===== config.mk =====
export PLATFORM = sky130hd
export DESIGN_NAME = pulse_meter_bank
export DESIGN_NICKNAME = d
export VERILOG_FILES = /design/src/rtl/pm_pkg.sv /design/src/rtl/pm_divider.sv /design/src/rtl/pm_channel.sv /design/src/rtl/pulse_meter_bank.sv
export SDC_FILE = /design/constraint.sdc
export NUM_CORES = 2
export LEC_CHECK = 0
export BUFFER_PORTS_ARGS = -buffer_cell sky130_fd_sc_hd__buf_2
export CAP_MARGIN = 20
export CELL_PAD_IN_SITES_DETAIL_PLACEMENT = 0
export CELL_PAD_IN_SITES_GLOBAL_PLACEMENT = 1
export CORE_MARGIN = 4
export CORE_UTILIZATION = 50
export CTS_CLUSTER_DIAMETER = 200
export CTS_CLUSTER_SIZE = 30
export DETAILED_ROUTE_END_ITERATION = 10
export HOLD_SLACK_MARGIN = 0.06
export PLACE_DENSITY = 0.88
export SETUP_SLACK_MARGIN = 0.05
export SLEW_MARGIN = 20
export SYNTH_ARGS = -nofsm -noshare
export SYNTH_HDL_FRONTEND = slang
export SYNTH_SLANG_ARGS = --single-unit

===== constraint.sdc =====
create_clock -name clk -period 14.55 [get_ports clk]
set_clock_uncertainty 0.15 [all_clocks]
set_input_delay 0.7275 -clock clk [delete_from_list [all_inputs] [get_ports clk]]
set_output_delay 0.7275 -clock clk [all_outputs]
set_load 0.05 [all_outputs]

===== src/rtl/pm_pkg.sv =====
package pm_pkg;

  localparam int WORD_W = 32;

  typedef enum logic [1:0] {
    WK_STAMP  = 2'd0,
    WK_PERIOD = 2'd1,
    WK_HIGH   = 2'd2,
    WK_NONE   = 2'd3
  } word_kind_e;

  // Snapshot interval in cycles; a zero setting acts as one.
  function automatic logic [31:0] eff_interval(input logic [31:0] setting);
    return (setting == 32'd0) ? 32'd1 : setting;
  endfunction

  // Word map: 0 = stamp, then a period/high pair per channel.
  function automatic word_kind_e word_kind(input int addr, input int nch);
    if (addr == 0) return WK_STAMP;
    if (addr > 2 * nch) return WK_NONE;
    return ((addr - 1) % 2 == 0) ? WK_PERIOD : WK_HIGH;
  endfunction

  function automatic int word_chan(input int addr);
    return (addr == 0) ? 0 : (addr - 1) / 2;
  endfunction

endpackage


===== src/rtl/pm_divider.sv =====
module pm_divider
  import pm_pkg::*;
#(
  parameter int DIVW = 16,
  parameter int TSW  = 32
) (
  input  logic            clk,
  input  logic            rst_n,
  input  logic [DIVW-1:0] tick_div,
  output logic            tick,
  output logic [TSW-1:0]  stamp
);

  logic [31:0] dcnt;
  logic [31:0] n_eff;

  assign n_eff = eff_interval(32'(tick_div));
  // A compare against >= recovers at once when the interval is lowered.
  assign tick  = (dcnt + 32'd1) >= n_eff;

  always_ff @(posedge clk) begin
    if (!rst_n) begin
      dcnt  <= '0;
      stamp <= '0;
    end else begin
      dcnt  <= tick ? 32'd0 : dcnt + 32'd1;
      stamp <= stamp + 1'b1;
    end
  end

  // Ticks are never adjacent unless the interval is one or has just changed.
  p_tick_gap_r6: assert property (@(posedge clk) disable iff (!rst_n)
    (tick && n_eff > 32'd1) |=> (!tick || tick_div != $past(tick_div)));

endmodule


===== src/rtl/pm_channel.sv =====
module pm_channel #(
  parameter int CW = 16
) (
  input  logic          clk,
  input  logic          rst_n,
  input  logic          sig,
  input  logic          tick,
  output logic [CW-1:0] period_q,
  output logic [CW-1:0] high_q,
  output logic          win_rise
);

  localparam logic [CW-1:0] CMAX = {CW{1'b1}};

  logic s1, s2, s3;
  logic rise_ev, fall_ev;
  logic seen;
  logic [CW-1:0] cnt;

  function automatic logic [CW-1:0] sat_inc(input logic [CW-1:0] v);
    return (v == CMAX) ? v : v + 1'b1;
  endfunction

  assign rise_ev = s2 & ~s3;
  assign fall_ev = ~s2 & s3;

  always_ff @(posedge clk) begin
    if (!rst_n) begin
      s1       <= 1'b0;
      s2       <= 1'b0;
      s3       <= 1'b0;
      cnt      <= '0;
      seen     <= 1'b0;
      period_q <= '0;
      high_q   <= '0;
      win_rise <= 1'b0;
    end else begin
      s1 <= sig;
      s2 <= s1;
      s3 <= s2;
      cnt <= rise_ev ? {{(CW-1){1'b0}}, 1'b1} : sat_inc(cnt);
      if (rise_ev) seen <= 1'b1;
      if (rise_ev && seen) period_q <= cnt;
      if (fall_ev && seen) high_q <= cnt;
      // A rise in the tick cycle belongs to the next window.
      win_rise <= rise_ev | (win_rise & ~tick);
    end
  end

  p_period_sat_r4: assert property (@(posedge clk) disable iff (!rst_n)
    (rise_ev && seen && cnt == CMAX) |=> (period_q == CMAX));

endmodule


===== src/rtl/pulse_meter_bank.sv =====
module pulse_meter_bank
  import pm_pkg::*;
#(
  parameter int NCH  = 12,
  parameter int CW   = 16,
  parameter int TSW  = 32,
  parameter int DIVW = 16,
  parameter int AW   = $clog2(2 * NCH + 1)
) (
  input  logic              clk,
  input  logic              rst_n,
  input  logic [NCH-1:0]    sig_in,
  input  logic [DIVW-1:0]   tick_div,
  input  logic              rd_hold,
  input  logic [AW-1:0]     rd_addr,
  output logic [WORD_W-1:0] rd_data,
  output logic              snap_pub
);

  localparam int CHW = $clog2(NCH);

  logic           tick;
  logic [TSW-1:0] stamp;
  logic [CW-1:0]  ch_per [NCH];
  logic [CW-1:0]  ch_hi  [NCH];
  logic [NCH-1:0] ch_win;

  logic [TSW-1:0] stg_ts, vis_ts;
  logic [CW-1:0]  stg_per [NCH];
  logic [CW-1:0]  stg_hi  [NCH];
  logic [CW-1:0]  vis_per [NCH];
  logic [CW-1:0]  vis_hi  [NCH];
  logic [NCH-1:0] stg_stale, vis_stale;
  logic           pending;

  pm_divider #(.DIVW(DIVW), .TSW(TSW)) u_div (
    .clk(clk), .rst_n(rst_n), .tick_div(tick_div), .tick(tick), .stamp(stamp)
  );

  for (genvar c = 0; c < NCH; c++) begin : g_ch
    pm_channel #(.CW(CW)) u_ch (
      .clk(clk), .rst_n(rst_n), .sig(sig_in[c]), .tick(tick),
      .period_q(ch_per[c]), .high_q(ch_hi[c]), .win_rise(ch_win[c])
    );
  end

  assign snap_pub = pending & ~rd_hold;

  always_ff @(posedge clk) begin
    if (!rst_n) begin
      stg_ts    <= '0;
      vis_ts    <= '0;
      stg_stale <= '0;
      vis_stale <= '0;
      pending   <= 1'b0;
      for (int c = 0; c < NCH; c++) begin
        stg_per[c] <= '0;
        stg_hi[c]  <= '0;
        vis_per[c] <= '0;
        vis_hi[c]  <= '0;
      end
    end else begin
      if (tick) begin
        stg_ts    <= stamp;
        stg_stale <= ~ch_win;
        for (int c = 0; c < NCH; c++) begin
          stg_per[c] <= ch_per[c];
          stg_hi[c]  <= ch_hi[c];
        end
      end
      // Publishing copies the old staging contents, so a tick in the
      // same cycle leaves a fresh snapshot still pending.
      if (snap_pub) begin
        vis_ts    <= stg_ts;
        vis_stale <= stg_stale;
        for (int c = 0; c < NCH; c++) begin
          vis_per[c] <= stg_per[c];
          vis_hi[c]  <= stg_hi[c];
        end
      end
      pending <= tick | (pending & ~snap_pub);
    end
  end

  word_kind_e      kind;
  logic [CHW-1:0]  rch;

  always_comb begin
    kind    = word_kind(int'(rd_addr), NCH);
    rch     = CHW'(word_chan(int'(rd_addr)));
    rd_data = '0;
    case (kind)
      WK_STAMP:  rd_data = WORD_W'(vis_ts);
      WK_PERIOD: rd_data = WORD_W'(vis_per[rch]);
      WK_HIGH: begin
        rd_data[CW-1:0]     = vis_hi[rch];
        rd_data[WORD_W-1]   = vis_stale[rch];
      end
      default:   rd_data = '0;
    endcase
  end

  p_hold_freeze_r7: assert property (@(posedge clk) disable iff (!rst_n)
    rd_hold |=> ($stable(vis_ts) && $stable(vis_stale)));

  p_pub_after_tick_r7: assert property (@(posedge clk) disable iff (!rst_n)
    tick |=> (snap_pub || rd_hold));

endmodule


After elaboration in Yosys (flattened, before gate mapping)
Memory sizes are Yosys's and may differ from the RTL's.
Index checks and enable logic that the tools add are counted.

word-level totals
  register bits = 789
  memory bits (writable) = 768
  input port bits = 36
  output and inout bits = 33
  word-level logic and storage cells = 428
  memories kept = 4

memories
  name     words  width  rd ports  clocked after memory_dff  write ports  line                    text
  stg_hi   12     16     12        0                         12           pulse_meter_bank.sv:30  logic [CW-1:0] stg_hi [NCH];
  stg_per  12     16     12        0                         12           pulse_meter_bank.sv:29  logic [CW-1:0] stg_per [NCH];
  vis_hi   12     16     1         0                         12           pulse_meter_bank.sv:32  logic [CW-1:0] vis_hi [NCH];
  vis_per  12     16     1         0                         12           pulse_meter_bank.sv:31  logic [CW-1:0] vis_per [NCH];

operators by class
  add/subtract/negate cells = 16
  magnitude comparators = 3
  equal/unequal tests = 26
  muxes and demuxes = 94
  bitwise operators = 129
  reduce and logical (&&, ||, !) cells = 41

operators with widths
  operator                                                     count
  2-to-1 mux 16 bit                                            49
  adder 16 x 1 -> 16 bit (second input constant)               12
  == test 16 bit (second input constant)                       12
  adder 32 x 1 -> 32 bit (second input constant)               2
  bitwise OR 1 bit                                             61
  case mux 16 bit (3 select lines)                             1
  AND 1 bit                                                    39
  2-to-1 mux 1 bit                                             35
  >= comparator 32 bit                                         1
  zero test 32 bit                                             1
  inverter 1 bit                                               28
  OR reduction 2 bit                                           13
  logical AND 1 bit                                            24
  inequality test 2 x 1 -> 1 bit (second input constant)       12
  zero test 16 bit                                             1
  2-to-1 mux 15 bit                                            1
  inverter 12 bit                                              1
  2-to-1 mux 2 bit                                             5
  subtractor 5 x 1 -> 6 bit (second input constant)            1
  greater-than comparator 5 bit (second input constant)        1
  zero test 5 bit                                              1
  less-than comparator 4 x 5 -> 1 bit (second input constant)  1
  adder 4 x 1 -> 4 bit                                         1
  binary-select mux 1 bit (select 4 bit)                       1
  5 further kinds                                              5

Depth between registers and ports, before layout
  depth in word-level cells = 8
  mapped depth = 16
  depth with buffers taken out = 13

Modules after synthesis
A second synthesis with hierarchy kept.

unflattened totals
  cells, all modules = 6116
  area, all modules = 64425.5 um^2

by module, submodules not included
  module            times used  cells each  area each (um^2)  sequential area each (um^2)
  pulse_meter_bank  1           2643        36139.7           24843.8
  pm_channel        12          258         2074.5            1061.0
  pm_divider        1           377         3392.0            1281.2

Least setup slack after synthesis
OpenSTA, ideal clock, no wires.

  path type = flip-flop to flip-flop
  start = reg u_div.dcnt[2]
  end = mem stg_hi[0][0] (enable)
  setup time = 2.818 ns
  data arrival time = 9.209 ns
  required time = 11.582 ns
  setup slack = 2.372 ns
  stages on the path, launching flop included = 15
  buffers on the path = 3
  period minus slack after synthesis = 12.178 ns
  cell sequence = dfxtp_1 > and4_1 > and2_1 > xor2_1 > ha_1 > and3_1 > a221o_1 > a311oi_1 > a211oi_1 > nor4_2 > buf_4 > and2_1 > buf_4 > buf_6 > nand2_1

RTL lines
  what                    line                    text
  start, declared         pm_divider.sv:14        logic [31:0] dcnt;
  start signal, assigned  pm_divider.sv:26        dcnt <= tick ? 32'd0 : dcnt + 32'd1;
  end, declared           pulse_meter_bank.sv:30

Worst setup path after layout
  start = in rd_addr[0]
  end = out rd_data[10]

on the way
  cells in the longest elaborated chain, start to end = 8
  elaborated cells between the ends (all ways) = 20
  classes of those cells = 2 x add/sub; 1 x order compare; 2 x eq/ne; 9 x mux; 1 x bitwise; 3 x reduce/logical; 2 x memory

ends and longest elaborated chain
  what                                                               line                    text
  start, declared                                                    pulse_meter_bank.sv:15  input logic [AW-1:0] rd_addr,
  branches (longest 7 deep; another with memory read (12 x 16 bit))  -
  case mux 16 bit (3 select lines) *                                 pulse_meter_bank.sv:92  case (kind)
  end, declared                                                      pulse_meter_bank.sv:16  output logic [WORD_W-1:0] rd_data,

Mark *: on every way between the ends. The select of a mux whose other input is x is not followed.

==> flow_metrics.py <==
metrics = {
    "logic_synthesis": {
        "synthMuxAreaShare_pct": 1.673,
        "synth.distinct_cells": 69,
        "synth-adder-area-share_pct": 0.6804,
        "avgSynthCellArea_um2": 10.44,
        "synth_top_area_share_pct": 36.89,
        "ys_top_cells_by_count": "nand2_1, dfxtp_1, edfxtp_1",
        "synth-edff-count": 768,
        "async_flop_share_pct": 0,
        "yosysTopAreaCell": "edfxtp_1",
        "synth_compound_area_share_pct": 7.711,
        "netlist_instances": 5988,
        "yosysWarnings": 0,
        "synth_most_common_cell": "nand2_1",
        "netlist_area_um2": 62520,
        "synth-xor-area-share_pct": 2.213,
        "ys_seq_area_share_pct": 62.15,
        "synth-main-ff-cell": "dfxtp_1",
        "synth_seq_cells": 1557,
        "synth_top_family_by_area": "simple AND/OR/NAND/NOR gates",
        "synth_area_leaders": "edfxtp_1, dfxtp_1, nand2_1, and2_1, a21oi_1",
        "synthSimpleGateAreaFrac_pct": 22.71,
    },
    "global_route": {
        "antenna_found_initial": 3,
        "grt_pass1_vias": 38640,
        "grt_max_degree": 193,
        "grt_pass1_wl_um": 233300,
        "grt_overflow": 0,
        "track_usage_pct": 22.51,
    },
    "power": {
        "p_per_area_nw_per_um2": 110.2,
        "p_leak_nw": 24.99,
        "power_mw": 7.229,
        "ir_drop_mv": 0.09110,
    },
    "min_path": {
        "min_path_type": "in -> reg",
        "holdPathEnd": "pending",
        "whs_path_depth": 3,
        "hold_start": "rd_hold",
    },
    "floorplan": {
        "dieArea_um2": 130800,
        "fp.dieW_um": 361.6,
        "initial_utilization_pct": 50.44,
        "rows": 129,
        "io_pins": 69,
        "core_area_um2": 124000,
        "die_h_um": 361.6,
    },
    "finish": {
        "syn2layout_area_growth_pct": 4.923,
        "layout.nets": 5851,
        "drive_gt1_share_pct": 3.432,
        "n_fill_cell": 10890,
    },
    "detailed_routing": {
        "via_count": 42250,
        "drc": 0,
        "viasPerCell": 5.658,
        "wirelength_um": 151200,
        "wire_per_inst_um": 20.26,
        "ant_nets": 0,
        "drt-pass1-iter-count": 6,
        "drtIter0Drc": 4458,
    },
    "timing": {
        "finalCritPeriodShare_pct": 45.75,
        "slew_violations": 0,
        "min_period_ns": 6.656,
        "hold_violations": 0,
        "setup_viol": 0,
        "tightest_slew_ns": 1.109,
        "clock.fmax_mhz": 150.2,
        "maxSlewHeadroom_pct": 25.91,
        "rsz0062_at_grt": "no",
        "setup_tns_ns": 0,
    },
    "clocking": {
        "cts_setup_buffers": 0,
        "clockBufferDepth": 3,
        "cts_resized": 0,
        "clk_pin_slew_ns": 0.11,
        "cts_made_buffers": 57,
        "root_buffer": "clkbuf_16",
        "htreeDepth": 2,
        "cts_sinks": 1557,
        "postCtsHoldBufs": 11,
        "cts_tree": "done",
        "clock_latency_ns": 0.72,
    },
    "placement": {
        "place.port_buffers": 68,
        "hpwl_um": 100600,
        "gp_congestion": 0.9291,
    },
    "setup_path": {
        "r2r_start": "u_div.dcnt[0]",
        "reg2reg_to": "stg_per[1][25]",
        "cp.required_ns": 13.67,
        "cp_cell_sequence": "buf_2 -> inv_1 -> ha_1 -> inv_1 -> ha_4 -> ha_1 -> nand2_4 -> buf_4 -> a211oi_1 -> a311oi_1 -> a31oi_1 -> o21ai_0 -> a221o_1 -> buf_2",
        "critPathMaxFanout": 99,
        "cp_slowest_cell": "buf_4",
        "startpoint_type": "input port",
        "crit_type": "in -> out",
        "critPathCaptureType": "output pin",
        "ff2ff_path_depth": 16,
        "r2r_slack_ns": 8.92,
        "cpPeakStageDelay_ns": 0.84,
        "cp.arrival_ns": 5.78,
    },
    "job": {
        "maxCapViolCount": 0,
    },
    "outcome": {
        "status": "completed",
    },
}
[registers in the layout, summed over array words and instances, names as in the netlist, 32 cells and up]
register	flops
g_ch.u_ch.cnt	192
g_ch.u_ch.high_q	192
g_ch.u_ch.period_q	192
stg_hi	192
stg_per	192
vis_hi	192
vis_per	192
stg_ts	32
u_div.dcnt	32
u_div.stamp	32
vis_ts	32
[layout by cell type (no fill, tap or decap), types with 5 or more instances in the layout]
| master | netlist | final |
|---|---|---|
| nand2_1 | 1196 | 1194 |
| dfxtp_1 | 789 | 789 |
| edfxtp_1 | 768 | 768 |
| a21oi_1 | 511 | 510 |
| and2_1 | 509 | 507 |
| and3_1 | 388 | 388 |
| nor2_1 | 299 | 299 |
| nand3_1 | 151 | 151 |
| xor2_1 | 100 | 100 |
| mux2i_1 | 82 | 82 |
| a211oi_1 | 74 | 74 |
| nor2b_1 | 71 | 71 |
| buf_2 | 42 | 67 |
| nor3_1 | 60 | 60 |
| clkbuf_16 | 0 | 59 |
| xnor2_1 | 58 | 58 |
| o21ai_0 | 57 | 57 |
| a31oi_1 | 52 | 52 |
| inv_1 | 51 | 50 |
| nand4_1 | 50 | 50 |
| a311oi_1 | 49 | 49 |
| clkbuf_1 | 336 | 44 |
| ha_1 | 34 | 33 |
| buf_4 | 5 | 33 |
| and4_1 | 29 | 29 |
| or3_1 | 24 | 24 |
| nand2b_1 | 20 | 19 |
| a21o_1 | 19 | 19 |
| conb_1 | 1 | 16 |
| nor4_1 | 14 | 14 |
| and3b_1 | 14 | 14 |
| a221o_1 | 14 | 14 |
| nand3b_1 | 14 | 14 |
| dlygate4sd3_1 | 0 | 11 |
| mux4_2 | 10 | 10 |
| nor3b_1 | 7 | 7 |
| o211ai_1 | 5 | 5 |
| o32ai_1 | 6 | 5 |
| a22o_1 | 5 | 5 |
[routing by layer]
layer	routed length (um)	track usage, %	up-vias
li1	-	-	20230
met1	70010	34.92	20400
met2	63990	32.83	1424
met3	12670	3.363	195
met4	4565	6.363	2
met5	13	0	-
[kinds of logic (layout without fill, tap and decap cells)]
group                      count (synthesis)  after routing
AOI/OAI and AO/OA                        821            821
xor gates and xnor gates                 158            158
adders and majority gates                 34             34
buffers and inverters                    450            274
DFF                                     1557           1557
muxes                                     92             92
other                                      1             18
and+or+nand+nor                         2875           2875
[through the flow]
| step | hold WS [ns] | setup WS, ns | util, % | cell area (um^2) | cells |
|---|---|---|---|---|---|
| finish | 0.1195 | 7.894 | 52.92 | 65600 | 7466 |
| global route | 0.1064 | 7.693 | 52.92 | 65590 | 7465 |
| CTS | 0.07463 | 8.066 | 52.89 | 65560 | 7463 |
| detailed placement | 0.2669 | 8.068 | 51.46 | 63790 | 7347 |
| global placement | 0.2650 | 8.079 | 51.46 | 63790 | 7347 |
| floorplan | 0.2619 | 2.372 | - | 62580 | 6003 |
[critical path: cells and delay by family]
kind,cells,cell delay [ns]
AO/OA/AOI/OAI,5,1.50
adder cells (fa/ha/maj),3,1.03
buffers and inverters,5,1.90
AND/OR/NAND/NOR,1,0.51
[how the worst max path moves through the flow]
stage / start / endpoint / slack, ns
final: rd_addr[0] / rd_data[10] / 7.89
after CTS: rd_addr[0] / rd_data[11] / 8.07
after floorplan: u_div.dcnt[2] / stg_hi[0][0] / 2.37
after global routing: rd_addr[0] / rd_data[2] / 7.69
after detailed placement: rd_addr[0] / rd_data[10] / 8.07
after global placement: rd_addr[0] / rd_data[11] / 8.08
[final cells by class]
cell class	count	area (um^2)	share of cell area [%]
multi-input combinational	3996	22010	33.56
inverter	52	210.2	0.3204
clock buffer	103	1642	2.503
tap	1637	2048	3.122
sequential	1557	38860	59.24
timing repair buffer	117	807.0	1.230
antenna	2	5.005	0.007630
clock inverter	2	13.76	0.02098
[report_power, final]
| group | internal, mW | switching [mW] |
|---|---|---|
| Clock | 0.778 | 1.29 |
| Sequential | 4.65 | 0.0671 |
| Combinational | 0.112 | 0.335 |
| Total | 5.54 | 1.69 |
No activity file was read; power rests on OpenSTA's default activity.
